--- config.mk ---
export PLATFORM = sky130hd
export DESIGN_NAME = fault_snap_ctrl
export DESIGN_NICKNAME = d
export VERILOG_FILES = /design/src/rtl/fsnap_pkg.sv /design/src/rtl/fsnap_trig.sv /design/src/rtl/fsnap_pack.sv /design/src/rtl/fsnap_seq.sv /design/src/rtl/fault_snap_ctrl.sv
export SDC_FILE = /design/constraint.sdc
export NUM_CORES = 1
export LEC_CHECK = 0
export ABC_AREA = 1
export BUFFER_PORTS_ARGS = -buffer_cell sky130_fd_sc_hd__clkbuf_2
export CORE_MARGIN = 2
export CORE_UTILIZATION = 35
export CTS_BUF_LIST = sky130_fd_sc_hd__clkbuf_4 sky130_fd_sc_hd__clkbuf_8
export DETAILED_ROUTE_END_ITERATION = 12
export GPL_ROUTABILITY_DRIVEN = 1
export PLACE_DENSITY = 0.66
export SLEW_MARGIN = 40
export SYNTH_ARGS = -nofsm -noshare
export SYNTH_HDL_FRONTEND = slang
export SYNTH_HIERARCHICAL = 1
export SYNTH_SLANG_ARGS = --single-unit
--- constraint.sdc ---
create_clock -name clk -period 1.6 [get_ports clk]
set_clock_uncertainty 0.15 [all_clocks]
set_input_delay 0.08 -clock clk [delete_from_list [all_inputs] [get_ports clk]]
set_output_delay 0.08 -clock clk [all_outputs]
set_load 0.02 [all_outputs]
--- src/rtl/fsnap_pkg.sv ---
package fsnap_pkg;

    // Sequencer state
    typedef enum logic [0:0] {
        SEQ_IDLE  = 1'b0,
        SEQ_WRITE = 1'b1
    } seq_state_e;

    // Number of memory rows in one snapshot; the row format is fixed
    localparam int unsigned SNAP_ROWS = 2;

endpackage

--- src/rtl/fsnap_trig.sv ---
module fsnap_trig #(
    parameter int unsigned SYNC_STAGES = 2
) (
    input  logic clk,
    input  logic rst_n,
    input  logic sw_trig_i,
    input  logic gpio_i,
    input  logic busy_i,
    output logic start_o,
    output logic trig_bit_o
);

    // pipe[SYNC_STAGES-1:0] are synchronizer flops, pipe[SYNC_STAGES] keeps the previous level
    typedef struct packed {
        logic [SYNC_STAGES:0] pipe;
        logic                 req_bit;
    } trig_state_t;

    trig_state_t st_d, st_q;
    logic        rise;

    always_comb begin
        st_d      = st_q;
        st_d.pipe = {st_q.pipe[SYNC_STAGES-1:0], gpio_i};

        rise    = st_q.pipe[SYNC_STAGES-1] & ~st_q.pipe[SYNC_STAGES];
        start_o = ~busy_i & (st_q.req_bit | rise);

        if (start_o) begin
            st_d.req_bit = 1'b0;
        end else if (sw_trig_i && !busy_i) begin
            st_d.req_bit = 1'b1;
        end
    end

    always_ff @(posedge clk or negedge rst_n) begin
        if (!rst_n) begin
            st_q <= '0;
        end else begin
            st_q <= st_d;
        end
    end

    assign trig_bit_o = st_q.req_bit;

endmodule

--- src/rtl/fsnap_pack.sv ---
module fsnap_pack #(
    parameter int unsigned CMP_W  = 8,
    parameter int unsigned DAC_W  = 16,
    parameter int unsigned ROW_W  = 32,
    parameter int unsigned ROW_IW = 1
) (
    input  logic              clk,
    input  logic              rst_n,
    input  logic              capture_i,
    input  logic [CMP_W-1:0]  cmp_i,
    input  logic [DAC_W-1:0]  dac0_i,
    input  logic [DAC_W-1:0]  dac1_i,
    input  logic [ROW_IW-1:0] row_sel_i,
    output logic [ROW_W-1:0]  row_data_o
);

    localparam int unsigned BYTE_W = 8;

    typedef struct packed {
        logic [CMP_W-1:0]  cmp;
        logic [BYTE_W-1:0] dac0_hi;
        logic [BYTE_W-1:0] dac1_hi;
    } shadow_t;

    shadow_t          sh_d, sh_q;
    logic [ROW_W-1:0] row_cmp, row_dac;

    always_comb begin
        sh_d = sh_q;
        if (capture_i) begin
            sh_d.cmp     = cmp_i;
            sh_d.dac0_hi = dac0_i[DAC_W-1 -: BYTE_W];
            sh_d.dac1_hi = dac1_i[DAC_W-1 -: BYTE_W];
        end

        row_cmp                       = '0;
        row_cmp[ROW_W-1 -: CMP_W]     = sh_q.cmp;

        row_dac                       = '0;
        row_dac[ROW_W-1 -: BYTE_W]    = sh_q.dac1_hi;
        row_dac[BYTE_W-1:0]           = sh_q.dac0_hi;

        row_data_o = (row_sel_i == '0) ? row_cmp : row_dac;
    end

    always_ff @(posedge clk or negedge rst_n) begin
        if (!rst_n) begin
            sh_q <= '0;
        end else begin
            sh_q <= sh_d;
        end
    end

endmodule

--- src/rtl/fsnap_seq.sv ---
module fsnap_seq
    import fsnap_pkg::*;
#(
    parameter int unsigned NUM_ROWS = SNAP_ROWS,
    parameter int unsigned ROW_IW   = (NUM_ROWS > 1) ? $clog2(NUM_ROWS) : 1
) (
    input  logic              clk,
    input  logic              rst_n,
    input  logic              start_i,
    input  logic              nvm_ready_i,
    output logic              nvm_req_o,
    output logic [ROW_IW-1:0] row_o,
    output logic              busy_o,
    output logic              done_o
);

    localparam logic [ROW_IW-1:0] LAST_ROW = ROW_IW'(NUM_ROWS - 1);

    typedef struct packed {
        seq_state_e        state;
        logic [ROW_IW-1:0] row;
        logic              done;
    } seq_t;

    seq_t sq_d, sq_q;

    always_comb begin
        sq_d      = sq_q;
        sq_d.done = 1'b0;
        unique case (sq_q.state)
            SEQ_IDLE: begin
                if (start_i) begin
                    sq_d.state = SEQ_WRITE;
                    sq_d.row   = '0;
                end
            end
            SEQ_WRITE: begin
                if (nvm_ready_i) begin
                    if (sq_q.row == LAST_ROW) begin
                        sq_d.state = SEQ_IDLE;
                        sq_d.row   = '0;
                        sq_d.done  = 1'b1;
                    end else begin
                        sq_d.row = sq_q.row + 1'b1;
                    end
                end
            end
            default: sq_d.state = SEQ_IDLE;
        endcase
    end

    always_ff @(posedge clk or negedge rst_n) begin
        if (!rst_n) begin
            sq_q <= '{state: SEQ_IDLE, row: '0, done: 1'b0};
        end else begin
            sq_q <= sq_d;
        end
    end

    assign nvm_req_o = (sq_q.state == SEQ_WRITE);
    assign busy_o    = (sq_q.state != SEQ_IDLE);
    assign row_o     = sq_q.row;
    assign done_o    = sq_q.done;

endmodule

--- src/rtl/fault_snap_ctrl.sv ---
module fault_snap_ctrl
    import fsnap_pkg::*;
#(
    parameter int unsigned CMP_W       = 8,
    parameter int unsigned DAC_W       = 16,
    parameter int unsigned ROW_W       = 32,
    parameter int unsigned SYNC_STAGES = 2
) (
    input  logic             clk,
    input  logic             rst_n,
    input  logic             sw_trig,
    input  logic             gpio_trig,
    input  logic [CMP_W-1:0] cmp_status,
    input  logic [DAC_W-1:0] dac0_data,
    input  logic [DAC_W-1:0] dac1_data,
    input  logic             nvm_ready,
    output logic             nvm_req,
    output logic             nvm_row,
    output logic [ROW_W-1:0] nvm_wdata,
    output logic             busy,
    output logic             done,
    output logic             trig_bit
);

    localparam int unsigned ROW_IW = 1;

    logic              start;
    logic [ROW_IW-1:0] row_idx;

    fsnap_trig #(
        .SYNC_STAGES (SYNC_STAGES)
    ) u_trig (
        .clk        (clk),
        .rst_n      (rst_n),
        .sw_trig_i  (sw_trig),
        .gpio_i     (gpio_trig),
        .busy_i     (busy),
        .start_o    (start),
        .trig_bit_o (trig_bit)
    );

    fsnap_seq #(
        .NUM_ROWS (SNAP_ROWS),
        .ROW_IW   (ROW_IW)
    ) u_seq (
        .clk         (clk),
        .rst_n       (rst_n),
        .start_i     (start),
        .nvm_ready_i (nvm_ready),
        .nvm_req_o   (nvm_req),
        .row_o       (row_idx),
        .busy_o      (busy),
        .done_o      (done)
    );

    fsnap_pack #(
        .CMP_W  (CMP_W),
        .DAC_W  (DAC_W),
        .ROW_W  (ROW_W),
        .ROW_IW (ROW_IW)
    ) u_pack (
        .clk        (clk),
        .rst_n      (rst_n),
        .capture_i  (start),
        .cmp_i      (cmp_status),
        .dac0_i     (dac0_data),
        .dac1_i     (dac1_data),
        .row_sel_i  (row_idx),
        .row_data_o (nvm_wdata)
    );

    assign nvm_row = row_idx[0];

endmodule

## Yosys cells after proc, flatten, opt, wreduce, memory -nomap -nowiden

Index checks and enable logic that the tools add are counted.

- Flip-flop bits (word level): 31
- Bits in latches: 0
- RAM bits: 0
- ROM bits: 0
- Bits of input ports: 45
- Output and inout bits: 37
- Word-level logic and storage cells: 30
- Memories kept: 0

- Add/sub/neg operators: 1
- $mul: 0
- Div/mod/pow operators: 0
- Magnitude comparators: 0
- Equal/unequal tests: 2
- Shift operators: 0
- Muxes and demuxes: 10
- Bitwise gates (word level): 5
- Reductions and logical operators: 4

Operator list:

| cell | number |
|---|---|
| $mux 32 | 1 |
| $mux 1 | 6 |
| $ne 2x2->1 const B | 2 |
| $pmux 2 s2 | 1 |
| $mux 3 | 1 |
| $and 1x1->1 | 2 |
| $mux 2 | 1 |
| $not 1->1 | 2 |
| $reduce_and 2->1 | 1 |
| $reduce_bool 2->1 | 1 |
| $add 1x1->1 const B | 1 |
| $logic_and 1x1->1 | 1 |
| $logic_not 1->1 | 1 |
| $or 1x1->1 | 1 |

## Depth between registers and ports, before layout

Gate-level depths: netlist of the first run.

- Depth in word-level cells: 6
- Gate-level depth with buffers: 8
- Depth with buffers taken out: 6

## Hierarchy

The synthesis of the first run kept the hierarchy.

Modules (own cells, without submodules):

| module | times used | cells each | area an instance (sq um) | sequential area each (sq um) |
|---|---|---|---|---|
| fsnap_pack | 1 | 162 | 1,276.2 | 600.6 |
| fsnap_trig | 1 | 13 | 136.4 | 100.1 |
| fsnap_seq | 1 | 14 | 125.1 | 75.1 |

## Least setup slack after synthesis of the first run

OpenSTA, ideal clock, no wires.

- Path type: reg2reg
- Start point: reg u_trig.st_q, in the netlist u_trig/trig_bit_o
- End point: reg u_pack.sh_q, in the netlist u_pack/row_cmp[24]
- Library setup time: 0.116 ns
- Data arrival time: 1.191 ns
- Required time: 1.334 ns
- Slack: 0.143 ns
- Cell stages (with the launch flop): 8
- Path buffers: 2
- Period minus slack after synthesis: 1.457 ns
- Cell sequence: dfrtp_1 > inv_1 > a21oi_1 > buf_6 > inv_8 > buf_12 > nand2_2 > nand2_1

- Longest elaborated chain between the ends: 2

Ends and longest elaborated chain:

| item | line | text |
|---|---|---|
| start: declaration | fsnap_trig.sv:19 | `trig_state_t st_d, st_q;` |
| start signal: assignment | fsnap_trig.sv:40 | `st_q <= st_d;` |
| $or 1x1->1 | fsnap_trig.sv:27 | `start_o = ~busy_i & (st_q.req_bit \| rise);` |
| $and 1x1->1 | fsnap_trig.sv:27 |  |
| net start | fault_snap_ctrl.sv:27 | `logic start;` |
| end signal: assignment | fsnap_pack.sv:48 | `sh_q <= '0;` |
| end signal: assignment | fsnap_pack.sv:50 | `sh_q <= sh_d;` |
| end: declaration | fsnap_pack.sv:25 | `shadow_t sh_d, sh_q;` |

The timed path passes the listed nets, and every way through them passes these cells.
A chain may end at the register's enable or synchronous reset.

## Worst setup path after layout of the first run

- Start point: reg u_seq.sq_q, in the netlist u_seq/row_o
- End point: out nvm_wdata[29]

- Longest elaborated chain between the ends: 1

Ends and longest elaborated chain:

| item | line | text |
|---|---|---|
| start: declaration | fsnap_seq.sv:25 | `seq_t sq_d, sq_q;` |
| start signal: assignment | fsnap_seq.sv:54 | `sq_q <= '{state: SEQ_IDLE, row: '0, done: 1'b0};` |
| start signal: assignment | fsnap_seq.sv:56 | `sq_q <= sq_d;` |
| $mux 32 | fsnap_pack.sv:43 | `row_data_o = (row_sel_i == '0) ? row_cmp : row_dac;` |
| end: declaration | fault_snap_ctrl.sv:19 | `output logic [ROW_W-1:0] nvm_wdata,` |

No other way between the ends.

==> impl_results.md, run 1 <==
- Layout cells sized above 1: 0.2852
- Chip width: roughly 70 um
- Final Slew Violations: 0
- VDD IR max: 0.001027 V
- Site Rows: 24
- Worst path max stage delay: between 0.3 and 0.4 ns
- Critical path, cell by cell: buf_4 -> nand2_1 -> nand2_1 -> clkbuf_2
- R2r setup slk: ~0.25 ns
- Die ar.: roughly 4900 um2
- Critical path startpoint: u_seq/row_o
- Critical R2R Launch: u_trig/st_q[3]
- PortBufs: between 40 and 50
- P_leak: around 1.3 nW
- Worst setup SP type: register
- GR Layer Usage met3: 0.04762
- Post-synth EDFFs: 0
- Top cells by area, synth: dfrtp_1 50%, nand2_1 24%, buf_4 8.8%
- DP Wirelength: 2040 um
- Synth top area share: 0.5045
- Detailed Routing Iterations Pass 1: 4
- Vias in the first global route: around 1,300
- Met1 Usage GRT: 0.1568
- Crit Path Class: reg2out
- Yosys reg bits: 31
- Power Dens Cells: 1802 nW/um2
- Setup bufs post-CTS: 0
- CTS max path bufs: 2
- Crit. End Element: primary output
- Top cell by count, worst path: nand2_1
- Slew at the pin closest to its max-slew limit: roughly 0.67 ns
- Overall power: about 3.8 mW
- Area leader, netlist: dfrtp_1
- P&R area growth vs syn: 37.43%
- CP Max Fanout: 18
- Required @ worst endpoint: between 1 and 1.5 ns
- DRT iter0 DRCs: 52
- Initial antenna violation count: 0
- Top Ports: ~80
- GRT busiest layer: met2
- Drt wl/cell: between 9 and 10 um
- Clk_lat worst skew: roughly 0.28 ns
- Critical Path Sink: nvm_wdata[29]
- CTS tree: done
- Mean Syn Cell Area: 8.136 um2
- GP Congestion: between 0.7 and 0.8
- Routed Antenna Nets: 0
- Sink Count: 31
- Root Driver: clkbuf_8
- Relative slew slack: 0.5530
- Async set-or-reset flop fraction in the synthesized netlist: 1.000
- Tmin final: 1.475 ns
- Initial core utilization: 0.3581
- Die height: roughly 70 um
- GRT Util Overall: 0.1365
- Yosys synthesis warning count: 6
- Unrepaired setup endpoints after global routing: no
- Largest net degree at the start of global routing: 32
- Post-Place Setup Slack: 0.2446 ns
- Worst r2r dst: u_pack/row_dac[1]
- Final hold vios: 0
- Number of cells on the worst reg-to-reg path: 7
- Setup WS post-layout: ~0.12 ns
- Ys flop type: dfrtp_1
- Slowest cell on the critical path: dfrtp_1
- Worst Hold Class: reg2reg
- Worst-path clk slew: roughly 0.06 ns
- Mapped Cells: 189
- Status: finished, final reports clean
- Register area share after synthesis: 0.5045
- Fin Setup TNS: 0 ns
- Critical path depth: 4
- Grt ovf: 0
- Top post-synthesis cells by count: 99 x nand2_1, 31 x dfrtp_1, 18 x buf_4
- Residual DRC: 0
- First-pass GRT wire length: 5244 um
- WL final: 3099 um
- Via count: between 1,000 and 1,500
- Nets: about 310
- Max-Cap Viols: 0
- H-tree depth: 2
- Top-count cell post-synth: nand2_1
- Antenna cell count: 0
- Met2 Use GR: 0.2296
- Mapped cell area: 1538 um2
- Core ar.: ~4300 um2
- WP buf/inv: 2
- Fmax: between 0.6 and 0.7 GHz
- CTS buffer count: 5
- Routed vias/inst: roughly 4.1
- Final period util: 0.9220
- Crit-path leading delay family: buffers and inverters
- Post-synth cell types: 14
- CP arrival: approximately 1.3 ns
- Final setup vio count: 0
[final cells by class]
class | count | area (um2)
well taps | 52 | 65.06
fillers | 435 | 2181
clock buffers | 8 | 103.9
inverters | 15 | 63.81
flip-flops and latches | 31 | 775.7
multi-input cells | 134 | 541.8
repair buffers | 82 | 563.0
[report_power, final]
part / internal (mW) / switching, mW / leakage, nW
combinational: 0.630 / 1.18 / 0.821
sequential: 1.13 / 0.195 / 0.381
clock: 0.409 / 0.267 / 0.0549
total: 2.17 / 1.64 / 1.26
[repair_timing]
| item | CTS | global route |
|---|---|---|
| hold endpoints to repair | 60 | 0 |
| hold buffers | 28 | 0 |
| endpoints found under the setup margin | 0 | 1 |
| gates resized for setup | 0 | 1 |
[state kept, by name, indices dropped and copies added (netlist names)]
signal / cells
u_pack/row_cmp: 8
u_pack/row_dac: 16
u_seq/busy_o: 1
u_seq/done_o: 1
u_seq/row_o: 1
u_trig/st_d: 2
u_trig/st_q: 1
u_trig/trig_bit_o: 1
[cell usage in the layout (no fill, tap or decap)]
cell,n
nor2_1,3
nor2_2,1
buf_2,1
inv_2,1
a21oi_2,1
dlygate4sd3_1,28
nand2_2,11
nand3_1,3
dfrtp_1,31
inv_8,1
nand2_1,99
buf_4,5
inv_1,13
clkbuf_4,1
clkbuf_2,48
conb_1,16
clkbuf_8,7
[per-stage QoR]
step                cell area, um2  utilization  hold slack [ns]  cells
finish                        2113       0.4921           0.2127    322
global route                  2113       0.4921           0.2223    322
CTS                           2113       0.4921           0.2166    322
detailed placement            1729       0.4027          0.04524    286
global placement              1729       0.4027          0.03498    286
floorplan                     1594            -          -0.3656    204
[worst min path at each step]
stage,from,to,slack [ns],cells after the start
after floorplan,rst_n,u_pack/row_cmp[24],-0.37,0
after global placement,rst_n,u_pack/row_dac[2],0.03,1
after detailed placement,rst_n,u_pack/row_dac[2],0.05,1
after CTS,u_trig/st_d[2],u_trig/st_d[3],0.22,0
after global routing,u_trig/st_d[2],u_trig/st_d[3],0.22,0
final,u_trig/st_d[2],u_trig/st_d[3],0.21,0
[cells by family after synthesis]
logic type	synth area share
compound gates	0.003252
buf+inv	0.1823
flops	0.5045
other cells	0.002439
simple gates	0.3076
[metal layers]
metal | up-vias | wire length [um]
met5 | - | 0
met4 | 0 | 65
met3 | 8 | 165
met2 | 37 | 1514
met1 | 593 | 1354
li1 | 677 | -
Power figures use the tool's default switching activity.
==> inputs of run 2 (changes only) <==
- ABC_AREA: 1 -> not set
==> impl_results.md, run 2 <==
- Root Driver: clkbuf_8
- Area leader, netlist: dfrtp_1
- Required @ worst endpoint: 1.61 ns
- Vias in the first global route: approximately 1,100
- P&R area growth vs syn: 49.48%
- Final period util: 0.9735
- Drt wl/cell: 12.91 um
- WL final: between 3000 and 4000 um
- Top post-synthesis cells by count: 31 x dfrtp_1, 22 x mux2_4, 17 x buf_4
- Worst setup SP type: register
- Top cells by area, synth: dfrtp_1 50%, mux2_4 21%, buf_4 8.2%
- Post-synth EDFFs: 0
- Max-Cap Viols: 0
- Tmin final: between 1.5 and 2 ns
- Fillers: 362
- Residual DRC: 0
- Routed vias/inst: ~4.3
- Number of cells on the worst reg-to-reg path: 5
- Mapped Cells: between 100 and 150
- Final setup vio count: 0
- Final hold vios: 0
- R2r setup slk: about 0.042 ns
- CTS buffer count: 5
- Yosys reg bits: 31
- CP Max Fanout: 10
- Via count: 1,074
- Worst Hold Class: in2reg
- PortBufs: ~50
- H-tree depth: 2
- Clk_lat worst skew: 0.28 ns
- Register area share after synthesis: 0.5004
- Leading cell type in the layout, fill and taps excluded: clkbuf_2
- Crit Path Class: reg2reg
- Worst-path clk slew: approximately 0.070 ns
- Seq. cell area: 775.7 um2
- Worst path max stage delay: between 0.3 and 0.4 ns
- Top Ports: 82
- Critical path startpoint: u_trig/st_q[3]
- Antenna cell count: 0
- P_leak: 1.154 nW
- VDD IR max: approximately 0.0010 V
- Post-route cell area: between 2000 and 2500 um2
- DRT iter0 DRCs: 25
- Footprint of the multi-input gates: around 640 um2
- Met3 WL: approximately 190 um
- CP arrival: 1.57 ns
- Mean Syn Cell Area: ~15 um2
- Top-count cell post-synth: dfrtp_1
- Uppermost routed layer: met4
- CTS max path bufs: 2
- Placed inst area: 1802 um2
- Die ar.: 4977 um2
- Met2 WL post-DR: approximately 1600 um
- Crit. End Element: register
- Worst r2r dst: u_pack/row_dac[24]
- Post-synth cell types: 17
- Die height: around 70 um
- Sink Count: 31
- GP Congestion: 0.6831
- Critical Path Sink: u_pack/row_dac[24]
- Max reg flops: 16
- Core ar.: approximately 4300 um2
- Chip width: about 71 um
- Layout cells sized above 1: 0.5408
- Most frequent cells in the layout: 49 x clkbuf_2, 31 x dfrtp_1, 27 x dlygate4sd3_1
- Fin util: 0.5359
- Grt ovf: 0
- Final Slew Violations: 0
- Fmax: about 0.64 GHz
- Mapped cell area: between 1500 and 2000 um2
- Async set-or-reset flop fraction in the synthesized netlist: 1.000
- Critical R2R Launch: u_trig/st_q[3]
- Initial core utilization: 0.3585
- Status: finished, final reports clean
- Detailed Routing Iterations Pass 1: 2
- Yosys synthesis warning count: 6
- Met1 wire length: approximately 1400 um
- Initial antenna violation count: 0
- Power Dens Cells: between 2000 and 2500 nW/um2
- Largest net degree at the start of global routing: 32
- First-pass GRT wire length: approximately 5000 um
- Slowest cell on the critical path: dfrtp_1
- Nets: between 200 and 250
- GRT Util Overall: 0.1308
- Critical path, cell by cell: nand2b_4 -> a21oi_4 -> buf_6 -> buf_12 -> mux2_4
- Ys flop type: dfrtp_1
- Synth top area share: 0.5004
- Site Rows: 24
- DP Wirelength: ~2000 um
- Routed Antenna Nets: 0
- CTS tree: done
==> run 2: final cells by class <==
| cell class | instances | share of cell area |
|---|---|---|
| Tap cell | 52 | 0.02808 |
| Clock inverter | 3 | 0.02916 |
| Sequential cell | 31 | 0.3348 |
| Clock buffer | 5 | 0.02970 |
| Inverter | 1 | 0.001620 |
| Multi-Input combinational cell | 67 | 0.2781 |
| Timing Repair Buffer | 89 | 0.2986 |
==> run 2: per-layer routing <==
metal  global-route usage  vias up
met5                    0        -
met4              0.03774        0
met3              0.05413        4
met2               0.2306       47
met1               0.1455      523
li1                     -      500
==> run 2: metrics by stage <==
| step | TNS, ns | total power [mW] | hold slack (ns) | instances | setup slack (ns) |
|---|---|---|---|---|---|
| detailed placement | -0.1966 | 3.627 | -0.03248 | 205 | -0.05215 |
| CTS | 0 | 4.642 | 0.01194 | 241 | 0.005301 |
| floorplan | 0 | 3.091 | -0.3656 | 121 | 0.05136 |
| global route | -0.002314 | 5.091 | 0.01441 | 248 | -0.002197 |
| global placement | -0.04058 | 3.533 | -0.04401 | 205 | -0.02037 |
| finish | 0 | 4.820 | 0.01654 | 248 | 0.04243 |
==> run 2: repair_timing <==
item	4_1_cts	5_1_grt
cloned	0	1
pin swaps	1	1
endpoints found under the setup margin	16	14
hold buffers	27	0
endpoints found under the hold margin	59	0
setup buffers	1	6
gates resized for setup	0	5
==> run 2: kinds of logic after synthesis <==
| kind of cell | after synthesis | synth area share |
|---|---|---|
| compound gates | 4 | 0.01776 |
| buf+inv | 23 | 0.1324 |
| flops | 31 | 0.5004 |
| mux | 33 | 0.2930 |
| other cells | 1 | 0.002419 |
| simple gates | 14 | 0.05408 |
==> run 2: critical path, delay by kind of cell (launching register included) <==
family	cells	cell delay, ns
compound gates	1	0.20
buf+inv	2	0.26
flops	1	0.37
mux	1	0.31
simple gates	1	0.15
==> run 2: report_power, final <==
group          total [mW]  internal [mW]  switching (mW)
logic                2.53           1.41            1.12
clock network       0.922          0.621           0.301
registers            1.37           1.15           0.217
==> run 2: how the worst min path moves through the flow <==
stage                     cells after the start  startpoint                 end
after floorplan                               0       rst_n  u_pack/row_cmp[24]
after global placement                        2       rst_n  u_pack/row_cmp[25]
after detailed placement                      2       rst_n  u_pack/row_dac[25]
after CTS                                     3     sw_trig   u_trig/trig_bit_o
after global routing                          3     sw_trig   u_trig/trig_bit_o
final                                         3     sw_trig   u_trig/trig_bit_o
==> inputs of run 3 (changes only) <==
- PLACE_DENSITY: 0.66 -> 0.67
- SLEW_MARGIN: 40 -> not set
- SYNTH_HIERARCHICAL: 1 -> not set
==> impl_results.md, run 3 <==
- Status: finished, final reports clean
- Routed Antenna Nets: 0
- Final period util: 0.9767
- CP arrival: approximately 1.3 ns
- Worst setup SP type: register
- CTS tree: done
- Top Ports: about 80
- Final hold vios: 0
- Critical R2R Launch: u_trig.st_q[3]
- Routed vias/inst: around 4.4
- Via count: between 1,000 and 1,500
- Residual DRC: 0
- Fin Setup TNS: 0 ns
- H-tree depth: 2
- Vias in the first global route: between 1,000 and 1,500
- Critical path startpoint: u_seq.row_o
- Ys flop type: dfrtp_1
- Yosys reg bits: 31
- Core ar.: a little under 4000 um2
- Post-synth EDFFs: 0
- Required @ worst endpoint: about 1.4 ns
- DRT iter0 DRCs: 9
- Relative slew slack: 0.4886
- Final Slew Violations: 0
- Max-Cap Viols: 0
- Site Rows: 23
- Unrepaired setup endpoints after global routing: yes
- Register area share after synthesis: 0.5415
- Die ar.: approximately 4600 um2
- P&R area growth vs syn: 47.51%
- Mean Syn Cell Area: about 14 um2
- CTS max path bufs: 2
- Post-route cell area: ~2100 um2
- Final setup vio count: 0
- Min-delay src: u_trig.st_d[2]
- P_leak: about 1.0 nW
- VDD IR max: ~0.00098 V
- Root Driver: clkbuf_8
- Sink Count: 31
- Placed inst area: about 1700 um2
- Drt wl/cell: about 12 um
- Crit. End Element: primary output
- WL final: approximately 3000 um
- Max reg flops: 16
- First-pass GRT wire length: 4843 um
- Final Instance Count excl. Fillers: around 240
- Placed cell count: a little over 200
- CTS buffer count: 5
- Fin util: 0.5321
- Mapped Cells: 106
- Area leader, netlist: dfrtp_1
- Power Dens Cells: between 1500 and 2000 nW/um2
- Worst Hold Class: reg2reg
- Top post-synthesis cells by count: 32 x mux2_2, 31 x dfrtp_1, 17 x buf_4
- Initial antenna violation count: 0
- Clk_lat worst skew: just under 0.3 ns
- Die height: about 70 um
- Tmin final: about 1.6 ns
- Final worst hold slack: around 0.21 ns
- Fillers: about 340
- Detailed Routing Iterations Pass 1: 4
- GP Congestion: around 0.64
- CP Max Fanout: 10
- Chip width: slightly below 70 um
- Most frequent cells in the layout: 47 x clkbuf_2, 32 x mux2_2, 30 x dfrtp_1
- Nets: 237
- Initial core utilization: 0.3607
- Mapped cell area: around 1400 um2
- Largest net degree at the start of global routing: 32
- Slew at the pin closest to its max-slew limit: 0.7672 ns
- Yosys synthesis warning count: 0
- Antenna cell count: 0
- Leading cell type in the layout, fill and taps excluded: clkbuf_2
- Worst-path clk slew: 0.07 ns
- Synth top area share: 0.5415
- Grt ovf: 0
- Top cells by area, synth: dfrtp_1 54%, mux2_2 25%, buf_4 8.9%
- Fmax: 0.6399 GHz
- Top-count cell post-synth: mux2_2
- Async set-or-reset flop fraction in the synthesized netlist: 1.000
- Post-synth cell types: 19
- Crit Path Class: reg2out
- Layout cells sized above 1: 0.5181
- PortBufs: 49
- GRT Util Overall: 0.1453
==> run 3: layout make-up <==
type | count | area [um2] | area share
Clock buffer | 5 | 68.82 | 0.03256
Clock inverter | 3 | 25.02 | 0.01184
Inverter | 1 | 3.754 | 0.001776
Multi-Input combinational cell | 68 | 550.5 | 0.2605
Sequential cell | 31 | 777.0 | 0.3677
Tap cell | 50 | 62.56 | 0.02960
Timing Repair Buffer | 85 | 625.6 | 0.2960
==> run 3: kinds of logic (layout without fill, tap and decap cells) <==
family | Yosys count | after routing | share of synthesized area
other | 1 | 16 | 0.002618
buffers and inverters | 22 | 94 | 0.1135
and+or+nand+nor | 15 | 15 | 0.06463
muxes | 32 | 32 | 0.2515
DFF | 31 | 31 | 0.5415
AOI/OAI and AO/OA | 5 | 5 | 0.02620
==> run 3: through the flow <==
step | worst slack [ns] | power [mW]
floorplan | 0.04032 | 2.602
detailed placement | 0.07548 | 3.194
finish | 0.03726 | 3.918
global placement | 0.1012 | 3.107
global route | -0.005488 | 4.186
CTS | 0.03000 | 3.932
==> run 3: path summary, 6_finish.rpt <==
kind	to	slack [ns]	depth (start not counted)
max in group asynchronous	u_seq.row_o	0.53	2
min in group asynchronous	u_pack.row_dac[29]	0.24	2
hold reg to reg	u_trig.st_d[3]	0.21	0
setup reg to reg	u_pack.row_cmp[30]	0.07	4
hold / removal	u_trig.st_d[3]	0.21	0
setup / recovery	nvm_wdata[30]	0.04	3
==> run 3: report_power, final <==
group          total [mW]  internal, mW  switching (mW)  leakage, nW
Combinational        1.95         0.990           0.963        0.604
Clock               0.633         0.310           0.322       0.0443
Sequential           1.33          1.15           0.187        0.366
==> run 3: layer usage <==
metal	share of wire	vias up	global-route usage	wire length, um
li1	-	494	-	-
met1	0.37	516	0.1451	1114
met2	0.54	53	0.2718	1632
met3	0.070	7	0.04934	211
met4	0.022	0	0.06000	66
met5	0	-	0	0
==> run 3: worst max-delay path, cell delays in order, from the launching register on <==
cell     delay [ns]
dfrtp_2        0.40
buf_12         0.14
mux2_2         0.34
buf_4          0.16
==> run 3: what timing repair did <==
action,in CTS,in global routing
endpoints found under the setup margin,7,3
gates resized for setup,1,3
gates cloned,0,0
hold buffers,28,0
endpoints found under the hold margin,60,0
setup buffers,2,1
